### src/rtl/tod_pkg.sv
package tod_pkg;

    localparam int SEC_ONES_MOD_DEF = 10;
    localparam int SEC_TENS_MOD_DEF = 6;
    localparam int MIN_ONES_MOD_DEF = 10;
    localparam int MIN_TENS_MOD_DEF = 6;
    localparam int HOUR_MOD_DEF     = 12;

    typedef enum logic {
        LVL_LOW  = 1'b0,
        LVL_HIGH = 1'b1
    } lvl_state_e;

endpackage

### src/rtl/tod_fall_det.sv
module tod_fall_det
    import tod_pkg::*;
(
    input  logic clk_i,
    input  logic rst_i,
    input  logic lvl_i,
    output logic fall_o
);

    lvl_state_e state_q;
    lvl_state_e state_d;

    // next state: arm on high, fire on low
    always_comb begin
        state_d = state_q;
        unique case (state_q)
            LVL_LOW:  if (lvl_i)  state_d = LVL_HIGH;
            LVL_HIGH: if (!lvl_i) state_d = LVL_LOW;
            default:  state_d = LVL_LOW;
        endcase
    end

    // state register
    always_ff @(posedge clk_i) begin
        if (rst_i) state_q <= LVL_LOW;
        else       state_q <= state_d;
    end

    // outputs
    always_comb begin
        fall_o = 1'b0;
        unique case (state_q)
            LVL_LOW:  fall_o = 1'b0;
            LVL_HIGH: fall_o = !lvl_i;
            default:  fall_o = 1'b0;
        endcase
    end

    AST_NO_STEP_WHILE_HIGH: assert property (@(posedge clk_i) disable iff (rst_i)
        lvl_i |-> !fall_o);

    AST_FALL_GIVES_STEP: assert property (@(posedge clk_i) disable iff (rst_i)
        (!$past(rst_i) && $fell(lvl_i)) |-> fall_o);

endmodule

### src/rtl/tod_onehot.sv
module tod_onehot #(
    parameter int N = 10
) (
    input  logic [$clog2(N)-1:0] idx_i,
    output logic [N-1:0]         hot_o
);

    localparam int W = $clog2(N);

    for (genvar g = 0; g < N; g++) begin : g_bit
        assign hot_o[g] = (idx_i == W'(g));
    end

endmodule

### src/rtl/tod_stage.sv
module tod_stage #(
    parameter int MOD = 10
) (
    input  logic                   clk_i,
    input  logic                   rst_i,
    input  logic                   drv_i,
    output logic [$clog2(MOD)-1:0] cnt_o,
    output logic [MOD-1:0]         hot_o
);

    localparam int          W   = $clog2(MOD);
    localparam logic [W-1:0] TOP = W'(MOD - 1);

    logic         step;
    logic [W-1:0] cnt_q;
    logic [W-1:0] cnt_d;

    tod_fall_det u_fall (
        .clk_i  (clk_i),
        .rst_i  (rst_i),
        .lvl_i  (drv_i),
        .fall_o (step)
    );

    always_comb begin
        cnt_d = cnt_q;
        if (step) begin
            if (cnt_q == TOP) cnt_d = '0;
            else              cnt_d = cnt_q + W'(1);
        end
    end

    always_ff @(posedge clk_i) begin
        if (rst_i) cnt_q <= '0;
        else       cnt_q <= cnt_d;
    end

    tod_onehot #(.N(MOD)) u_dec (
        .idx_i (cnt_q),
        .hot_o (hot_o)
    );

    assign cnt_o = cnt_q;

    AST_CNT_IN_RANGE: assert property (@(posedge clk_i) disable iff (rst_i)
        cnt_q <= TOP);

    AST_STEP_ADVANCES: assert property (@(posedge clk_i) disable iff (rst_i)
        (step && cnt_q != TOP) |=> (cnt_q == $past(cnt_q) + W'(1)));

    AST_STEP_WRAPS: assert property (@(posedge clk_i) disable iff (rst_i)
        (step && cnt_q == TOP) |=> (cnt_q == '0));

    AST_HOLD_WITHOUT_STEP: assert property (@(posedge clk_i) disable iff (rst_i)
        !step |=> $stable(cnt_q));

    AST_ONE_HOT_DISPLAY: assert property (@(posedge clk_i) disable iff (rst_i)
        $onehot(hot_o));

    AST_MSB_FALLS_ON_WRAP: assert property (@(posedge clk_i) disable iff (rst_i)
        (!$past(rst_i) && $fell(cnt_q[W-1])) |-> ($past(cnt_q) == TOP));

endmodule

### src/rtl/tod_chain.sv
module tod_chain
    import tod_pkg::*;
#(
    parameter int SEC_ONES_MOD = SEC_ONES_MOD_DEF,
    parameter int SEC_TENS_MOD = SEC_TENS_MOD_DEF,
    parameter int MIN_ONES_MOD = MIN_ONES_MOD_DEF,
    parameter int MIN_TENS_MOD = MIN_TENS_MOD_DEF,
    parameter int HOUR_MOD     = HOUR_MOD_DEF
) (
    input  logic                            clk_i,
    input  logic                            rst_i,
    input  logic                            pps_i,
    output logic [$clog2(SEC_ONES_MOD)-1:0] sec_ones_cnt_o,
    output logic [SEC_ONES_MOD-1:0]         sec_ones_hot_o,
    output logic [$clog2(SEC_TENS_MOD)-1:0] sec_tens_cnt_o,
    output logic [SEC_TENS_MOD-1:0]         sec_tens_hot_o,
    output logic [$clog2(MIN_ONES_MOD)-1:0] min_ones_cnt_o,
    output logic [MIN_ONES_MOD-1:0]         min_ones_hot_o,
    output logic [$clog2(MIN_TENS_MOD)-1:0] min_tens_cnt_o,
    output logic [MIN_TENS_MOD-1:0]         min_tens_hot_o,
    output logic [$clog2(HOUR_MOD)-1:0]     hour_cnt_o,
    output logic [HOUR_MOD-1:0]             hour_hot_o
);

    localparam int SO_W = $clog2(SEC_ONES_MOD);
    localparam int ST_W = $clog2(SEC_TENS_MOD);
    localparam int MO_W = $clog2(MIN_ONES_MOD);
    localparam int MT_W = $clog2(MIN_TENS_MOD);

    tod_stage #(.MOD(SEC_ONES_MOD)) u_sec_ones (
        .clk_i (clk_i), .rst_i (rst_i), .drv_i (pps_i),
        .cnt_o (sec_ones_cnt_o), .hot_o (sec_ones_hot_o)
    );

    tod_stage #(.MOD(SEC_TENS_MOD)) u_sec_tens (
        .clk_i (clk_i), .rst_i (rst_i), .drv_i (sec_ones_cnt_o[SO_W-1]),
        .cnt_o (sec_tens_cnt_o), .hot_o (sec_tens_hot_o)
    );

    tod_stage #(.MOD(MIN_ONES_MOD)) u_min_ones (
        .clk_i (clk_i), .rst_i (rst_i), .drv_i (sec_tens_cnt_o[ST_W-1]),
        .cnt_o (min_ones_cnt_o), .hot_o (min_ones_hot_o)
    );

    tod_stage #(.MOD(MIN_TENS_MOD)) u_min_tens (
        .clk_i (clk_i), .rst_i (rst_i), .drv_i (min_ones_cnt_o[MO_W-1]),
        .cnt_o (min_tens_cnt_o), .hot_o (min_tens_hot_o)
    );

    tod_stage #(.MOD(HOUR_MOD)) u_hour (
        .clk_i (clk_i), .rst_i (rst_i), .drv_i (min_tens_cnt_o[MT_W-1]),
        .cnt_o (hour_cnt_o), .hot_o (hour_hot_o)
    );

    AST_RESET_CLEARS: assert property (@(posedge clk_i)
        rst_i |=> (sec_ones_cnt_o == '0 && sec_tens_cnt_o == '0 &&
                   min_ones_cnt_o == '0 && min_tens_cnt_o == '0 &&
                   hour_cnt_o == '0 && hour_hot_o[0]));

    AST_TENS_ONLY_AFTER_UNITS_WRAP: assert property (@(posedge clk_i) disable iff (rst_i)
        (!$past(rst_i) && sec_tens_cnt_o != $past(sec_tens_cnt_o))
            |-> ($past(sec_ones_cnt_o) == '0));

endmodule

### config.mk
export PLATFORM = sky130hd
export DESIGN_NAME = tod_chain
export DESIGN_NICKNAME = d
export VERILOG_FILES = /design/src/rtl/tod_pkg.sv /design/src/rtl/tod_fall_det.sv /design/src/rtl/tod_onehot.sv /design/src/rtl/tod_stage.sv /design/src/rtl/tod_chain.sv
export SDC_FILE = /design/constraint.sdc
export NUM_CORES = 1
export LEC_CHECK = 0
export BUFFER_PORTS_ARGS = -buffer_cell sky130_fd_sc_hd__clkbuf_2
export CORE_MARGIN = 2
export CORE_UTILIZATION = 50
export CTS_CLUSTER_DIAMETER = 150
export CTS_CLUSTER_SIZE = 12
export DETAILED_ROUTE_END_ITERATION = 10
export PLACE_DENSITY = 0.85
export REMOVE_ABC_BUFFERS = 1
export SLEW_MARGIN = 40
export SYNTH_ARGS = -nofsm -noshare
export SYNTH_HDL_FRONTEND = slang
export SYNTH_SLANG_ARGS = --single-unit
export TNS_END_PERCENT = 100
### constraint.sdc
create_clock -name clk_i -period 2.2 [get_ports clk_i]
set_clock_uncertainty 0.05 [all_clocks]
set_input_delay 0.11 -clock clk_i [delete_from_list [all_inputs] [get_ports clk_i]]
set_output_delay 0.11 -clock clk_i [all_outputs]
set_load 0.005 [all_outputs]
==> impl_results.md <==
- Status: finished, final reports clean
- Drt pass-1 iters: 4
- Drt wl/cell: 10.7 um
- Clk_lat worst skew: between 0.3 and 0.4 ns
- Sequential-to-total area share from yosys stat: 32.7%
- Routed vias/inst: a little over 5
- Initial Util: 51.9%
- Pins Over Slew Limit: 0
- Pin count of the biggest net entering global routing: 24
- Crit-path cells: inv_1 > ha_1 > or3_1 > a21oi_1
- Detailed Place HPWL: just over 2000 um
- Signal arrival time at the worst endpoint: between 1.5 and 2 ns
- Crit. End Element: flip-flop
- Layout Nets: 239
- Synth cell count leaders: dfxtp_1, nor2_1, and2_1, nor3_1, nor2b_1
- Post-synthesis async set-or-reset flop share: 0%
- Grt total ovfl: 0
- Inst Count DP: about 260
- I/O pin cnt: between 60 and 70
- Layout cell share with drive strength beyond 1: between 30% and 40%
- Final Cycle Share: about 70%
- CTS max path bufs: 2
- Dominant synthesized flop cell: dfxtp_1
- Port-buffer cells: 64
- DIE AREA: about 3300 sq um
- CP max stage cell: dfxtp_1
- Synth top area cells: dfxtp_1, nor2_1, and2_1
- Setup bufs post-CTS: 0
- First-pass GRT wire length: roughly 4600 um
- Final hold vios: 0
- Critical Path Max Stage Delay: about 0.5 ns
- Core area: around 2700 sq um
- MaxCap Viol Count: 0
- Die width: ~57 um
- WS Path Type: flip-flop to flip-flop
- GRT Util Overall: between 10% and 20%
- Setup violations, final: 0
- Synthesized cell area: about 1400 sq um
- GPL Wtd Cong: between 0.7 and 0.8
- Crit path buffers/inverters: 1
- DR iter-0 viols: between 60 and 70
- # clock sinks: 23
- Worst setup SP type: flip-flop
- Worst slew pin tran: 0.463 ns
- Post-route DRC violation count: 0
- Worst-path clk slew: approximately 0.13 ns
- CTS buffer count: 3
- PostCTS Resize Cnt: 0
- # rows: 19
- #FFs+latches synth: 23
- Antenna fix cells: 0
- Post-synth top area share: between 30 and 40%
- Cell Count, Final, Fillers Out: 260
- Delay-heaviest family, CP: flip-flops
- Syn avg cell area: between 7 and 8 sq um
- Unrepaired setup endpoints after global routing: false
- Leading area contributor after synthesis: dfxtp_1
- Hold Path Class: input pin to flip-flop
- Drt total wl: roughly 2800 um
- Count leader, synth: dfxtp_1
- Root Buffer: clkbuf_4
- Routed vias: between 1,000 and 1,500
- Post-route setup TNS: 0 ns
- Post-synth EDFFs: 0
- CTS tree: yes
- IR drop worst, VDD: around 0.27 mV
- Gate Count Post-Synth: 176
- Overall Power: ~660 uW
- Max-slew headroom: around 69%
- PD cells: 384 nW/um^2
- YS warnings: 0
- Vias in the first global route: between 1,000 and 1,500
- Initial antenna violation count: 0
- H-tree depth: 1
- Crit-path max FO: 10
- Final ANT Viol Nets: 0
- Crit path time final: roughly 1.5 ns
- CP required: between 2 and 2.5 ns
- # hold bufs at CTS: 1
- WHS: roughly 0.23 ns
- Area grow syn2layout: 21.7%
- Leak: between 0.8 and 0.9 nW
- Fmax: between 600 and 700 MHz
- Synth cell types: 32
- Die height: 57.1 um
-- layout make-up --
| class | count | area [sq um] |
|---|---|---|
| inverter | 5 | 18.8 |
| multi-input combinational | 132 | 838 |
| clock buffer | 4 | 26.3 |
| tap | 31 | 38.8 |
| sequential | 23 | 460 |
| timing repair buffer | 65 | 330 |
| fill | 246 | 997 |
-- cells by family after synthesis --
kind of cell / after synthesis / synth area share, %
buffers and inverters: 21 / 7.73
xor gates and xnor gates: 6 / 3.73
DFF: 23 / 32.7
AOI/OAI and AO/OA: 10 / 4.18
adders and majority gates: 6 / 5.33
and+or+nand+nor: 106 / 43.5
muxes: 4 / 2.84
-- sequential cells by signal (all words and copies together) (netlist names) --
signal / count
u_sec_tens.u_fall.state_q: 1
u_hour.u_fall.state_q: 1
u_sec_ones.cnt_o: 4
u_min_tens.u_fall.state_q: 1
u_hour.cnt_o: 4
u_min_ones.cnt_o: 4
u_sec_ones.u_fall.state_q: 1
u_min_tens.cnt_o: 3
u_sec_tens.cnt_o: 3
u_min_ones.u_fall.state_q: 1
-- layout by cell type (no fill, tap or decap), drive strengths merged, types with 6 or more instances in the layout --
cell     n
nand3b   6
nor2b   10
and2    15
nand2b   9
nor2    22
ha       6
clkbuf  68
nand2    9
or3      7
dfxtp   23
a21oi    7
nor3    13
-- power by group --
group | internal, mW | total (mW) | switching [mW] | leakage (nW)
clock | 0.0706 | 0.192 | 0.122 | 0.0150
combinational | 0.0172 | 0.0361 | 0.0189 | 0.608
sequential | 0.421 | 0.429 | 0.00805 | 0.186
-- layer usage --
layer	global-route usage, %	wire length (um)	vias up	share of wire (%)
li1	-	-	695	-
met4	2.99	0	0	0
met2	28.1	1250	41	45
met5	0	0	-	0
met3	3.40	164	0	5.9
met1	24.7	1350	593	49
-- stage by stage --
| step | setup slack [ns] | instance area, sq um | utilization [%] |
|---|---|---|---|
| finish | 0.653 | 1710 | 63.2 |
| global route | 0.490 | 1710 | 63.2 |
| CTS | 0.657 | 1710 | 63.2 |
| detailed placement | 0.684 | 1680 | 61.9 |
| global placement | 0.751 | 1680 | 61.9 |
| floorplan | 0.783 | 1320 | - |
-- worst paths after layout --
check	depth (start not counted)	end	startpoint	slack, ns
setup / recovery	4	u_sec_tens.cnt_o[2]	u_sec_tens.cnt_o[2]	0.65
setup reg to reg	4	u_sec_tens.cnt_o[2]	u_sec_tens.cnt_o[2]	0.65
hold / removal	2	u_sec_tens.cnt_o[2]	rst_i	0.23
hold reg to reg	2	u_hour.cnt_o[0]	u_hour.cnt_o[0]	0.51
(Power assumes the default switching activity.)
